<file path="config.mk">
export PLATFORM = sky130hd
export DESIGN_NAME = strided_copy_engine
export DESIGN_NICKNAME = d
export VERILOG_FILES = /design/src/rtl/sce_pkg.sv /design/src/rtl/sce_cfg_check.sv /design/src/rtl/sce_addr_walker.sv /design/src/rtl/strided_copy_engine.sv
export SDC_FILE = /design/constraint.sdc
export NUM_CORES = 1
export LEC_CHECK = 0
export BUFFER_PORTS_ARGS = -buffer_cell sky130_fd_sc_hd__clkbuf_2
export CORE_ASPECT_RATIO = 1.1
export CORE_MARGIN = 2
export CORE_UTILIZATION = 30
export DETAILED_ROUTE_END_ITERATION = 8
export SYNTH_ARGS = -nofsm -noshare
export SYNTH_HDL_FRONTEND = slang
export SYNTH_SLANG_ARGS = --single-unit
</file>
<file path="constraint.sdc">
create_clock -name clk -period 12.57 [get_ports clk]
set_input_delay 1.257 -clock clk [delete_from_list [all_inputs] [get_ports clk]]
set_output_delay 1.257 -clock clk [all_outputs]
set_load 0.01 [all_outputs]
</file>
<file path="src/rtl/sce_pkg.sv">
package sce_pkg;
  typedef enum logic [1:0] {
    ST_IDLE    = 2'd0,
    ST_RD_REQ  = 2'd1,
    ST_RD_DATA = 2'd2,
    ST_WR      = 2'd3
  } xfer_state_e;
endpackage

</file>
<file path="src/rtl/sce_cfg_check.sv">
module sce_cfg_check #(
  parameter int SIZE_W     = 24,
  parameter int DIM_W      = 16,
  parameter int OFS        = 4,
  parameter int MIN_CONTIG = 16,
  parameter int MIN_GAP    = 192
) (
  input  logic [SIZE_W-1:0]     size,
  input  logic [DIM_W-1:0]      in_width,
  input  logic [DIM_W-1:0]      out_width,
  input  logic                  gap_en,
  output logic                  bad,
  output logic [SIZE_W-OFS-1:0] beats
);
  localparam int BEAT_W = SIZE_W - OFS;

  logic small_contig, small_gap, zero_width;

  always_comb begin
    beats        = size[SIZE_W-1:OFS];
    small_contig = (size < SIZE_W'(MIN_CONTIG));
    small_gap    = (size < SIZE_W'(MIN_GAP));
    zero_width   = (in_width == '0) || (out_width == '0);
    if (gap_en) bad = small_gap || zero_width;
    else        bad = small_contig;
  end

  // an accepted configuration always has at least one whole beat to move
  always_comb begin
    if (!bad) assert (beats != BEAT_W'(0)) else $error("AST_BEATS_NONZERO");
  end
endmodule

</file>
<file path="src/rtl/sce_addr_walker.sv">
module sce_addr_walker #(
  parameter int ADDR_W = 32,
  parameter int DIM_W  = 16,
  parameter int OFS    = 4
) (
  input  logic              clk,
  input  logic              rst_n,
  input  logic              load,
  input  logic              step,
  input  logic [ADDR_W-1:0] base,
  input  logic [DIM_W-1:0]  width,
  input  logic [DIM_W-1:0]  gap,
  input  logic              gap_en,
  output logic [ADDR_W-1:0] addr
);
  localparam logic [ADDR_W-1:0] UNIT = ADDR_W'(1) << OFS;

  logic [ADDR_W-1:0] addr_q;
  logic [DIM_W-1:0]  pos_q, width_q, gap_q;
  logic              gap_en_q;
  logic              line_end;
  logic [ADDR_W-1:0] skip;

  assign line_end = gap_en_q && (pos_q == width_q - DIM_W'(1));
  assign skip     = (ADDR_W'(gap_q) + ADDR_W'(1)) << OFS;
  assign addr     = addr_q;

  always_ff @(posedge clk or negedge rst_n) begin
    if (!rst_n) begin
      addr_q   <= '0;
      pos_q    <= '0;
      width_q  <= '0;
      gap_q    <= '0;
      gap_en_q <= 1'b0;
    end else if (load) begin
      addr_q   <= base;
      pos_q    <= '0;
      width_q  <= width;
      gap_q    <= gap;
      gap_en_q <= gap_en;
    end else if (step) begin
      if (line_end) begin
        addr_q <= addr_q + skip;
        pos_q  <= '0;
      end else begin
        addr_q <= addr_q + UNIT;
        if (gap_en_q) pos_q <= pos_q + DIM_W'(1);
      end
    end
  end

  AST_POS_BOUND: assert property (@(posedge clk) disable iff (!rst_n)
    gap_en_q |-> (pos_q < width_q));
  AST_ADDR_ALIGNED: assert property (@(posedge clk) disable iff (!rst_n)
    step |=> (addr_q[OFS-1:0] == $past(addr_q[OFS-1:0])));
endmodule

</file>
<file path="src/rtl/strided_copy_engine.sv">
module strided_copy_engine #(
  parameter int ADDR_W     = 32,
  parameter int DATA_W     = 128,
  parameter int SIZE_W     = 24,
  parameter int DIM_W      = 16,
  parameter int MIN_CONTIG = 16,
  parameter int MIN_GAP    = 192
) (
  input  logic              clk,
  input  logic              rst_n,
  input  logic [ADDR_W-1:0] cfg_src_addr,
  input  logic [ADDR_W-1:0] cfg_dst_addr,
  input  logic [SIZE_W-1:0] cfg_size,
  input  logic [DIM_W-1:0]  cfg_in_width,
  input  logic [DIM_W-1:0]  cfg_in_gap,
  input  logic [DIM_W-1:0]  cfg_out_width,
  input  logic [DIM_W-1:0]  cfg_out_gap,
  input  logic              cfg_gap_en,
  input  logic              start,
  input  logic              clr_done,
  output logic              rd_valid,
  input  logic              rd_ready,
  output logic [ADDR_W-1:0] rd_addr,
  input  logic              rd_rvalid,
  output logic              rd_rready,
  input  logic [DATA_W-1:0] rd_rdata,
  output logic              wr_valid,
  input  logic              wr_ready,
  output logic [ADDR_W-1:0] wr_addr,
  output logic [DATA_W-1:0] wr_data,
  output logic              busy,
  output logic              done,
  output logic              err,
  output logic              irq
);
  import sce_pkg::*;

  localparam int BYTES  = DATA_W / 8;
  localparam int OFS    = $clog2(BYTES);
  localparam int BEAT_W = SIZE_W - OFS;

  xfer_state_e       state_q;
  logic [BEAT_W-1:0] left_q, beats;
  logic [DATA_W-1:0] data_q;
  logic              bad, accept, rd_fire, rdat_fire, wr_fire, finish;
  logic              done_q, err_q, irq_q;

  sce_cfg_check #(
    .SIZE_W(SIZE_W), .DIM_W(DIM_W), .OFS(OFS),
    .MIN_CONTIG(MIN_CONTIG), .MIN_GAP(MIN_GAP)
  ) u_check (
    .size(cfg_size), .in_width(cfg_in_width), .out_width(cfg_out_width),
    .gap_en(cfg_gap_en), .bad(bad), .beats(beats)
  );

  assign accept    = start && (state_q == ST_IDLE);
  assign rd_fire   = rd_valid && rd_ready;
  assign rdat_fire = rd_rvalid && rd_rready;
  assign wr_fire   = wr_valid && wr_ready;
  assign finish    = wr_fire && (left_q == BEAT_W'(1));

  sce_addr_walker #(.ADDR_W(ADDR_W), .DIM_W(DIM_W), .OFS(OFS)) u_src_walk (
    .clk(clk), .rst_n(rst_n), .load(accept && !bad), .step(wr_fire),
    .base(cfg_src_addr), .width(cfg_in_width), .gap(cfg_in_gap),
    .gap_en(cfg_gap_en), .addr(rd_addr)
  );

  sce_addr_walker #(.ADDR_W(ADDR_W), .DIM_W(DIM_W), .OFS(OFS)) u_dst_walk (
    .clk(clk), .rst_n(rst_n), .load(accept && !bad), .step(wr_fire),
    .base(cfg_dst_addr), .width(cfg_out_width), .gap(cfg_out_gap),
    .gap_en(cfg_gap_en), .addr(wr_addr)
  );

  always_ff @(posedge clk or negedge rst_n) begin
    if (!rst_n) begin
      state_q <= ST_IDLE;
      left_q  <= '0;
      data_q  <= '0;
    end else begin
      unique case (state_q)
        ST_IDLE: if (accept && !bad) begin
          state_q <= ST_RD_REQ;
          left_q  <= beats;
        end
        ST_RD_REQ:  if (rd_fire) state_q <= ST_RD_DATA;
        ST_RD_DATA: if (rdat_fire) begin
          data_q  <= rd_rdata;
          state_q <= ST_WR;
        end
        ST_WR: if (wr_fire) begin
          left_q  <= left_q - BEAT_W'(1);
          state_q <= finish ? ST_IDLE : ST_RD_REQ;
        end
        default: state_q <= ST_IDLE;
      endcase
    end
  end

  always_ff @(posedge clk or negedge rst_n) begin
    if (!rst_n) begin
      done_q <= 1'b0;
      err_q  <= 1'b0;
      irq_q  <= 1'b0;
    end else begin
      irq_q <= 1'b0;
      if (accept) begin
        done_q <= bad;
        err_q  <= bad;
        irq_q  <= bad;
      end else if (finish) begin
        done_q <= 1'b1;
        irq_q  <= 1'b1;
      end else if (clr_done) begin
        done_q <= 1'b0;
      end
    end
  end

  assign rd_valid  = (state_q == ST_RD_REQ);
  assign rd_rready = (state_q == ST_RD_DATA);
  assign wr_valid  = (state_q == ST_WR);
  assign wr_data   = data_q;
  assign busy      = (state_q != ST_IDLE);
  assign done      = done_q;
  assign err       = err_q;
  assign irq       = irq_q;

  AST_RD_HOLD: assert property (@(posedge clk) disable iff (!rst_n)
    (rd_valid && !rd_ready) |=> (rd_valid && $stable(rd_addr)));
  AST_WR_HOLD: assert property (@(posedge clk) disable iff (!rst_n)
    (wr_valid && !wr_ready) |=> (wr_valid && $stable(wr_addr) && $stable(wr_data)));
  AST_IRQ_SINGLE: assert property (@(posedge clk) disable iff (!rst_n)
    irq |=> !irq);
  AST_DONE_IDLE: assert property (@(posedge clk) disable iff (!rst_n)
    done |-> !busy);
  AST_ERR_QUIET: assert property (@(posedge clk) disable iff (!rst_n)
    err |-> (!rd_valid && !wr_valid));
  AST_START_TAKES: assert property (@(posedge clk) disable iff (!rst_n)
    (start && !busy) |=> (busy || done));
  AST_ONE_CHANNEL: assert property (@(posedge clk) disable iff (!rst_n)
    $onehot0({rd_valid, rd_rready, wr_valid}));
endmodule

</file>
==> results of run 1 <==
-- power by group through the flow --
stage | registers (mW) | logic [mW] | clock network, mW
after global placement | 1.86 | 1.99 | 0
after detailed placement | 1.88 | 2.04 | 0
final | 1.87 | 2.03 | 1.15
after floorplan | 1.91 | 1.14 | 0
after CTS | 1.87 | 2.04 | 1.18
after global routing | 1.93 | 2.23 | 1.21
-- how the worst max path moves through the flow --
stage                           from             endpoint  depth (start not counted)
2_1_floorplan  u_dst_walk.width_q[5]  u_dst_walk.addr[23]                         18
3_3_place_gp   u_dst_walk.width_q[0]  u_dst_walk.addr[29]                         17
3_5_place_dp   u_dst_walk.width_q[0]  u_dst_walk.addr[23]                         17
4_1_cts        u_dst_walk.width_q[0]  u_dst_walk.addr[29]                         17
5_1_grt        u_dst_walk.width_q[0]  u_dst_walk.addr[29]                         17
6_report       u_dst_walk.width_q[0]  u_dst_walk.addr[29]                         17
-- sequential cells by signal (all words and copies together), names as in the netlist --
name,flops
u_dst_walk.width_q,16
left_q,20
u_dst_walk.addr,32
u_src_walk.gap_en_q,1
u_src_walk.pos_q,16
u_src_walk.width_q,16
state_q,2
done,1
u_src_walk.gap_q,16
wr_data,128
irq,1
u_dst_walk.pos_q,16
err,1
u_src_walk.addr,32
u_dst_walk.gap_q,16
-- synthesized netlist by cell type (5+ instances only) --
library cell	number	share of area
or3_1	10	0.0037
dfrtp_1	314	0.46
inv_1	40	0.0089
a31oi_1	27	0.010
a2111o_1	5	0.0033
a211oi_1	14	0.0062
o2111ai_1	10	0.0052
nor3_1	40	0.012
buf_1	7	0.0016
nor2b_1	8	0.0030
ha_1	47	0.035
mux2_2	129	0.086
o31ai_1	8	0.0035
o21a_1	8	0.0035
nor2_1	126	0.028
and2_1	13	0.0048
or2_2	5	0.0018
nand3_1	44	0.013
clkbuf_1	72	0.016
nand3b_1	7	0.0031
and3_1	35	0.013
or4_1	5	0.0022
o211ai_1	21	0.0093
and4_1	5	0.0026
a2bb2oi_1	5	0.0026
nand2b_1	10	0.0037
a21oi_1	93	0.027
nand2_1	319	0.071
a21o_1	18	0.0080
nand4_1	24	0.0089
xor2_1	63	0.033
xnor2_1	55	0.028
o21ai_0	82	0.024
o22ai_1	9	0.0033
nor4_1	24	0.0089
-- worst max-delay path: stages (launching register included) --
cell and delay, ns:
dfrtp_1 0.41, inv_1 0.09, ha_1 0.27, or4b_1 0.56, nor4_1 0.36, xnor2_1 0.13
a2111oi_0 0.43, o2111ai_1 0.39, or2_1 0.52, nor2_1 0.18, ha_1 0.30, a21o_1 0.20
a2bb2oi_1 0.41, a2111oi_0 0.24, a211oi_1 0.60, o21ai_1 0.38, a21o_1 0.26, a31oi_1 0.15
-- through the flow --
step	power, mW	area (um2)	instances	hold WS [ns]
global placement	3.85	20100	2932	0.458
global route	5.37	21300	3002	0.497
CTS	5.09	21300	3000	0.476
floorplan	3.05	16900	1780	0.465
detailed placement	3.92	20100	2932	0.463
finish	5.05	21400	3005	0.468
-- cells by family after synthesis --
group | after synthesis | share of synthesized area
xor gates and xnor gates | 118 | 0.0611
AOI/OAI and AO/OA | 343 | 0.128
buffers and inverters | 126 | 0.0296
DFF | 314 | 0.464
adders and majority gates | 49 | 0.0371
muxes | 133 | 0.0882
and+or+nand+nor | 697 | 0.192
-- layer usage --
layer  vias to the layer above  GRT usage  share of wire
li1                       7190          -              -
met1                      7376      0.215           0.38
met2                       557      0.331           0.49
met3                       129     0.0520          0.072
met4                         4      0.115          0.062
met5                         -          0        0.00047
-- cell type report --
| type | count | area [um2] |
|---|---|---|
| fill | 5641 | 34500 |
| sequential | 314 | 7860 |
| multi-input combinational | 1340 | 8600 |
| tap | 744 | 931 |
| antenna | 5 | 12.5 |
| clock inverter | 19 | 214 |
| clock buffer | 49 | 1070 |
| timing repair buffer | 494 | 2510 |
| inverter | 40 | 150 |
==> flow_metrics.tcl, run 1 <==
set metrics [dict create \
    async_reset_ff_frac 1.00 \
    layout_common_cells "clkbuf_2, nand2_1, dfrtp_1" \
    postCtsSetupRepairBufs 0 \
    grt_max_degree 106 \
    path_class "register to register" \
    slew_headroom 0.0874 \
    rrSetupSlack_ns 6.58 \
    reg2reg_from "u_dst_walk.width_q[0]" \
    vias 15300 \
    fmax_ghz 0.167 \
    synth_edf_count 0 \
    insertion_delay_ns 0.57 \
    p_clk_frac 0.227 \
    core-area_mm2 0.0559 \
    syn_inst 1780 \
    synth_area_mm2 0.0169 \
    power_density_mw_per_mm2 236 \
    syn_nets 2117 \
    post-route-util 0.382 \
    crit_path_end_kind "register" \
    drc 0 \
    wl_mm 58.0 \
    fin_skew_ns 0.0251 \
    layout-drive-gt1-share 0.312 \
    wl_per_cell_um 19.3 \
    numClockSinks 314 \
    port_buffers 482 \
    finalHoldViolations 0 \
    fp.dieH_um 253 \
    worstMarginPinSlew_ns 1.35 \
    cts-root-buf "clkbuf_16" \
    p_int_mw 2.99 \
    tns_ns 0 \
    drt_iter0_markers 784 \
    min_path_cells 2 \
    p_switching_mw 2.05 \
    clk_pin_slew_ns 0.06 \
    area_growth_pct 26.2 \
    fp.dieW_um 230 \
    final-setup-viol-count 0 \
    ant_nets 0 \
    dieArea_mm2 0.0583 \
    numCtsBuffers 38 \
    ys_seq_area_frac 0.464 \
    cp.required_ns 13.04 \
    path_max_fanout 15 \
    setup_ws_ns 6.58 \
    synth.distinct_cells 69 \
    htreeDepth 2 \
    rr_endpoint "u_dst_walk.addr[29]" \
    clockBufferDepth 3 \
    cp_data_arrival_time_ns 6.46 \
    via_per_inst 5.08 \
    rsz0062_at_grt "no" \
    final_net_count 2565 \
    synthFlopType "dfrtp_1" \
    cts_resized 0 \
    fin_crit_ns 5.99 \
    swShare 0.407 \
    start_kind "register" \
    yosysWarnings 0 \
    cts_tree "built" \
    antenna_found_initial 5 \
    ir_drop_v 0.000156 \
    place_ws_ns 6.57 \
    maxCapViolCount 0 \
    grt_pass1_wl_mm 87.7 \
    grt_remaining_overflow 0 \
    slew_viol_final 0 \
    min_from "u_src_walk.addr[3]" \
    start_util 0.303 \
    p_seq_frac 0.371 \
    cts_hold_buf 0 \
    post-dp-hpwl_mm 44.6 \
    num_io_pins 487 \
    p_leak_nw 10.0 \
    grt_pass1_vias 15400 \
    final_common_cell "clkbuf_2" \
    grt.total_usage 0.193 \
    fin_crit_sh 0.476 \
    gp_congestion 0.920 \
    hold_end "u_src_walk.addr[3]" \
    r2r_cells 17 \
    status "completed" \
    syn_area_per_cell_um2 9.51 \
    hp-class "register to register" \
    p_comb_frac 0.402 \
    ys_ff_latch 314 \
    first_pass_iters 5 \
    rows 91 \
]
Power figures use the tool's default switching activity.
==> inputs of run 2 (changes only) <==
Clock period 12.57 ns to 6.1 ns, I/O delays scaled along.
==> run 2 against run 1 <==
Against the previous run:
- die area is the same
- sequential cell count is the same
- design area grew 0.73%
- cell count grew 0.20%
- setup slack lost 6.1 ns
- clock power grew 120%
- largest cell class unchanged
==> flow_metrics.tcl, run 2 (synthesized netlist as in run 1, its figures left out) <==
set metrics [dict create \
    status "completed" \
    num_io_pins 487 \
    hp-class "input pin to asynchronous set/reset pin" \
    p_leak_nw 10.1 \
    crit_slowest_cell "or4b_1" \
    seq_area_mm2 0.00786 \
    grt_pass1_wl_mm 89.0 \
    path_class "register to register" \
    setup_ws_ns 0.520 \
    diodes 0 \
    htreeDepth 2 \
    rr_endpoint "u_dst_walk.addr[27]" \
    fin_crit_sh 0.915 \
    grt_pass1_vias 15300 \
    fin_skew_ns 0.0260 \
    crit_family "compound AO/OA/AOI/OAI gates" \
    ant_nets 0 \
    start_kind "register" \
    layout-drive-gt1-share 0.314 \
    fp.dieH_um 253 \
    port_buffers 482 \
    gp_congestion 0.939 \
    maxCapViolCount 0 \
    path_max_fanout 15 \
    numClockSinks 314 \
    antenna_found_initial 2 \
    post-dp-hpwl_mm 44.6 \
    fillers 5608 \
    rsz0062_at_grt "no" \
    numCtsBuffers 39 \
    reg2reg_from "u_dst_walk.width_q[0]" \
    grt_remaining_overflow 0 \
    slew_viol_final 0 \
    worstMarginPinSlew_ns 1.13 \
    layout_common_cells "clkbuf_2, nand2_1, dfrtp_1" \
    multi_input_area_mm2 0.00861 \
    dieArea_mm2 0.0583 \
    core-area_mm2 0.0559 \
    fin_crit_ns 5.58 \
    fmax_ghz 0.179 \
    crit_path_max_incr_delay_ns 0.57 \
    cts_resized 0 \
    drt_iter0_markers 909 \
    clockBufferDepth 3 \
    rrSetupSlack_ns 0.52 \
    fp.dieW_um 230 \
    final_net_count 2574 \
    cts_hold_buf 0 \
    finalHoldViolations 0 \
    ir_drop_v 0.000332 \
    r2r_cells 18 \
    tns_ns 0 \
    insertion_delay_ns 0.56 \
    area_growth_pct 27.1 \
    rows 91 \
    wl_mm 58.8 \
    worst-path-buf-inv 2 \
    post-route-util 0.385 \
    place_ws_ns 0.220 \
    power_density_mw_per_mm2 490 \
    via_per_inst 5.09 \
    wl_per_cell_um 19.5 \
    vias 15300 \
    start_util 0.303 \
    final-setup-viol-count 0 \
    largest_register_ffs 128 \
    cts-root-buf "clkbuf_16" \
    first_pass_iters 5 \
    path_cells "inv_1, ha_1, or4b_1, nor4_1, xnor2_1, a2111oi_0, o2111ai_1, or2_2, nor2_1, ha_1, a21o_1, a2bb2oi_1, a2111oi_0, a211oi_1, buf_4, o21ai_2, a21o_1, a31oi_1" \
    slew_headroom 0.237 \
    clk_pin_slew_ns 0.06 \
    grt.total_usage 0.196 \
    final_common_cell "clkbuf_2" \
    cp.required_ns 6.57 \
    drc 0 \
    postCtsSetupRepairBufs 0 \
    cp_data_arrival_time_ns 6.05 \
    grt_max_degree 181 \
    cts_tree "built" \
    crit_path_end_kind "register" \
]
## run 2: routing by layer
metal | vias to the layer above | routed length (um) | track usage
li1 | 7208 | - | -
met1 | 7486 | 22600 | 0.225
met2 | 527 | 29400 | 0.345
met3 | 104 | 3920 | 0.0467
met4 | 2 | 2870 | 0.0920
met5 | - | 13 | 0
## run 2: worst reg2reg max path, cell delays in order, from the launching register on
cell       delay [ns]
dfrtp_1          0.41
inv_1            0.08
ha_1             0.25
or4b_1           0.57
nor4_1           0.38
xnor2_1          0.10
a2111oi_0        0.40
o2111ai_1        0.38
or2_2            0.56
nor2_1           0.16
ha_1             0.29
a21o_1           0.20
a2bb2oi_1        0.39
a2111oi_0        0.24
a211oi_1         0.37
buf_4            0.20
o21ai_2          0.15
a21o_1           0.23
a31oi_1          0.15
## run 2: power breakdown
part	internal (mW)	switching [mW]
Sequential	3.01	0.844
Clock	1.52	0.962
Combinational	1.79	2.40
## run 2: layout make-up
type,instances,share of cell area
Timing Repair Buffer,502,0.121
Multi-Input combinational cell,1340,0.400
Sequential cell,314,0.365
Clock inverter,18,0.0124
Inverter,40,0.00698
Tap cell,744,0.0433
Clock buffer,53,0.0511
## run 2: worst max-delay path by stage
stage | endpoint | cells after the start | startpoint
floorplan | u_dst_walk.addr[23] | 18 | u_dst_walk.width_q[5]
global placement | u_dst_walk.addr[31] | 18 | u_dst_walk.width_q[0]
detailed placement | u_dst_walk.addr[31] | 18 | u_dst_walk.width_q[0]
CTS | u_dst_walk.addr[31] | 18 | u_dst_walk.width_q[0]
global route | u_dst_walk.addr[27] | 18 | u_dst_walk.width_q[0]
finish | u_dst_walk.addr[27] | 18 | u_dst_walk.width_q[0]
## run 2: metrics by stage
stage               instances  instance area, um2  power [mW]  hold slack (ns)
global placement         2940               20100        7.97            0.458
global route             3011               21500        11.2            0.129
CTS                      3011               21500        10.7           0.0983
detailed placement       2940               20100        8.10            0.463
floorplan                1780               16900        6.29            0.314
finish                   3011               21500        10.5           0.0804
==> inputs of run 3 (changes only) <==
Clock period 6.1 ns to 5.3 ns, I/O delays scaled along.
==> run 3 against run 2 <==
Against the previous run:
- clock power grew 4%
- via count about the same
- sequential cell count unchanged
- maximum frequency grew 9.2%
- total power rose by 14%
- setup slack lost 0.33 ns
- die area unchanged
- non-clock buffer count grew 30
- utilization up 0.30 points
- design area rose by 0.79%
- clock skew down 0.014 ns
- largest cell class unchanged
- largest power group unchanged
==> flow_metrics.tcl, run 3 (synthesized netlist as in run 1, its figures left out) <==
set metrics [dict create \
    num_io_pins 487 \
    grt_max_degree 142 \
    slew_viol_final 0 \
    ant_nets 0 \
    crit_path_end_kind "register" \
    worst-path-buf-inv 2 \
    p_leak_nw 10.2 \
    crit_path_max_incr_delay_ns 0.54 \
    cp.required_ns 5.74 \
    wl_per_cell_um 19.5 \
    vias 15300 \
    rows 91 \
    port_buffers 482 \
    insertion_delay_ns 0.55 \
    core-area_mm2 0.0559 \
    finalNonFillerCells 3039 \
    fin_crit_ns 5.11 \
    fp.dieW_um 230 \
    cts_tree "built" \
    via_per_inst 5.05 \
    grt.total_usage 0.197 \
    worstMarginPinSlew_ns 1.10 \
    crit_slowest_cell "or4b_4" \
    fin_skew_ns 0.0124 \
    dp_cells 2969 \
    path_class "register to register" \
    cts-root-buf "clkbuf_16" \
    hp-class "input pin to register" \
    finalHoldViolations 0 \
    power_density_mw_per_mm2 555 \
    clockBufferDepth 3 \
    slew_headroom 0.254 \
    drc 0 \
    tns_ns 0 \
    postCtsSetupRepairBufs 0 \
    post-dp-hpwl_mm 45.5 \
    numCtsBuffers 37 \
    numClockSinks 314 \
    dieArea_mm2 0.0583 \
    gp_congestion 0.914 \
    crit_family "simple AND/OR/NAND/NOR gates" \
    r2r_cells 18 \
    layout-drive-gt1-share 0.326 \
    path_cells "inv_1, ha_1, nand2_1, o31a_1, nor4_1, or4b_1, or2_0, or4b_4, buf_4, nor2_1, ha_1, a211oi_1, nor2_1, o41ai_2, o21ai_0, or3_1, a311o_1, o21a_1" \
    start_kind "register" \
    maxCapViolCount 0 \
    grt_pass1_vias 15400 \
    fin_crit_sh 0.964 \
    htreeDepth 2 \
    layout_common_cells "clkbuf_2, nand2_1, dfrtp_1" \
    cp_data_arrival_time_ns 5.55 \
    grt_remaining_overflow 0 \
    final-setup-viol-count 0 \
    wl_mm 59.2 \
    dpl_cell_area_mm2 0.0204 \
    grt_pass1_wl_mm 89.5 \
    start_util 0.303 \
    antenna_found_initial 4 \
    rsz0062_at_grt "no" \
    design_area_mm2 0.0217 \
    fmax_ghz 0.196 \
    clk_pin_slew_ns 0.06 \
    crit_cells 18 \
    ir_drop_v 0.000349 \
    min_path_cells 3 \
    final_net_count 2602 \
    largest_register_ffs 128 \
    first_pass_iters 5 \
    status "completed" \
    final_common_cell "clkbuf_2" \
    holdWs_ns 0.176 \
    area_growth_pct 28.1 \
    drt_iter0_markers 964 \
    fp.dieH_um 253 \
    path_max_fanout 17 \
]
[run 3: report_power, final]
part | leakage [nW] | internal [mW] | switching [mW] | total (mW)
sequential | 3.83 | 3.47 | 0.956 | 4.42
clock | 0.606 | 1.49 | 1.09 | 2.59
combinational | 5.81 | 2.16 | 2.86 | 5.02
[run 3: layer usage]
metal | vias to the layer above | global-route usage | wire [um]
met5 | - | 0 | 27
met2 | 510 | 0.354 | 30400
li1 | 7261 | - | -
met3 | 77 | 0.0462 | 3930
met1 | 7489 | 0.227 | 22800
met4 | 4 | 0.0737 | 2100
[run 3: through the flow]
step	util	worst slack [ns]	power [mW]
3_5_place_dp	0.364	0.0506	9.47
2_1_floorplan	-	0.513	7.24
6_report	0.388	0.191	12.0
4_1_cts	0.386	0.0279	12.1
5_1_grt	0.388	0.0198	12.8
3_3_place_gp	0.364	0.109	9.32
[run 3: worst min-delay path: cells and delay by family]
family,cells,cell delay [ns]
buf+inv,1,0.07
simple gates,2,0.08
[run 3: timing repair]
action / in CTS / in global routing
hold buffers: 1 / 0
gates resized for setup: 0 / 14
setup endpoints to repair: 0 / 29
hold endpoints to repair: 40 / 0
[run 3: final timing paths]
path                       slack, ns             startpoint                   end
max                             0.19  u_src_walk.width_q[1]   u_src_walk.addr[19]
min                             0.18        cfg_src_addr[3]    u_src_walk.addr[3]
max reg2reg                     0.19  u_src_walk.width_q[1]   u_src_walk.addr[19]
min reg2reg                     0.48     u_dst_walk.addr[0]    u_dst_walk.addr[0]
max in group asynchronous       3.66                  rst_n  u_dst_walk.gap_q[12]
min in group asynchronous       0.45                  rst_n           wr_data[61]
[run 3: final cells by class]
class | count | area [um2]
Fill cell | 5638 | 34200
Multi-Input combinational cell | 1340 | 8680
Sequential cell | 314 | 7860
Timing Repair Buffer | 532 | 2840
Clock buffer | 49 | 1040
Tap cell | 744 | 931
Clock inverter | 19 | 184
Inverter | 40 | 150
Antenna cell | 1 | 2.50
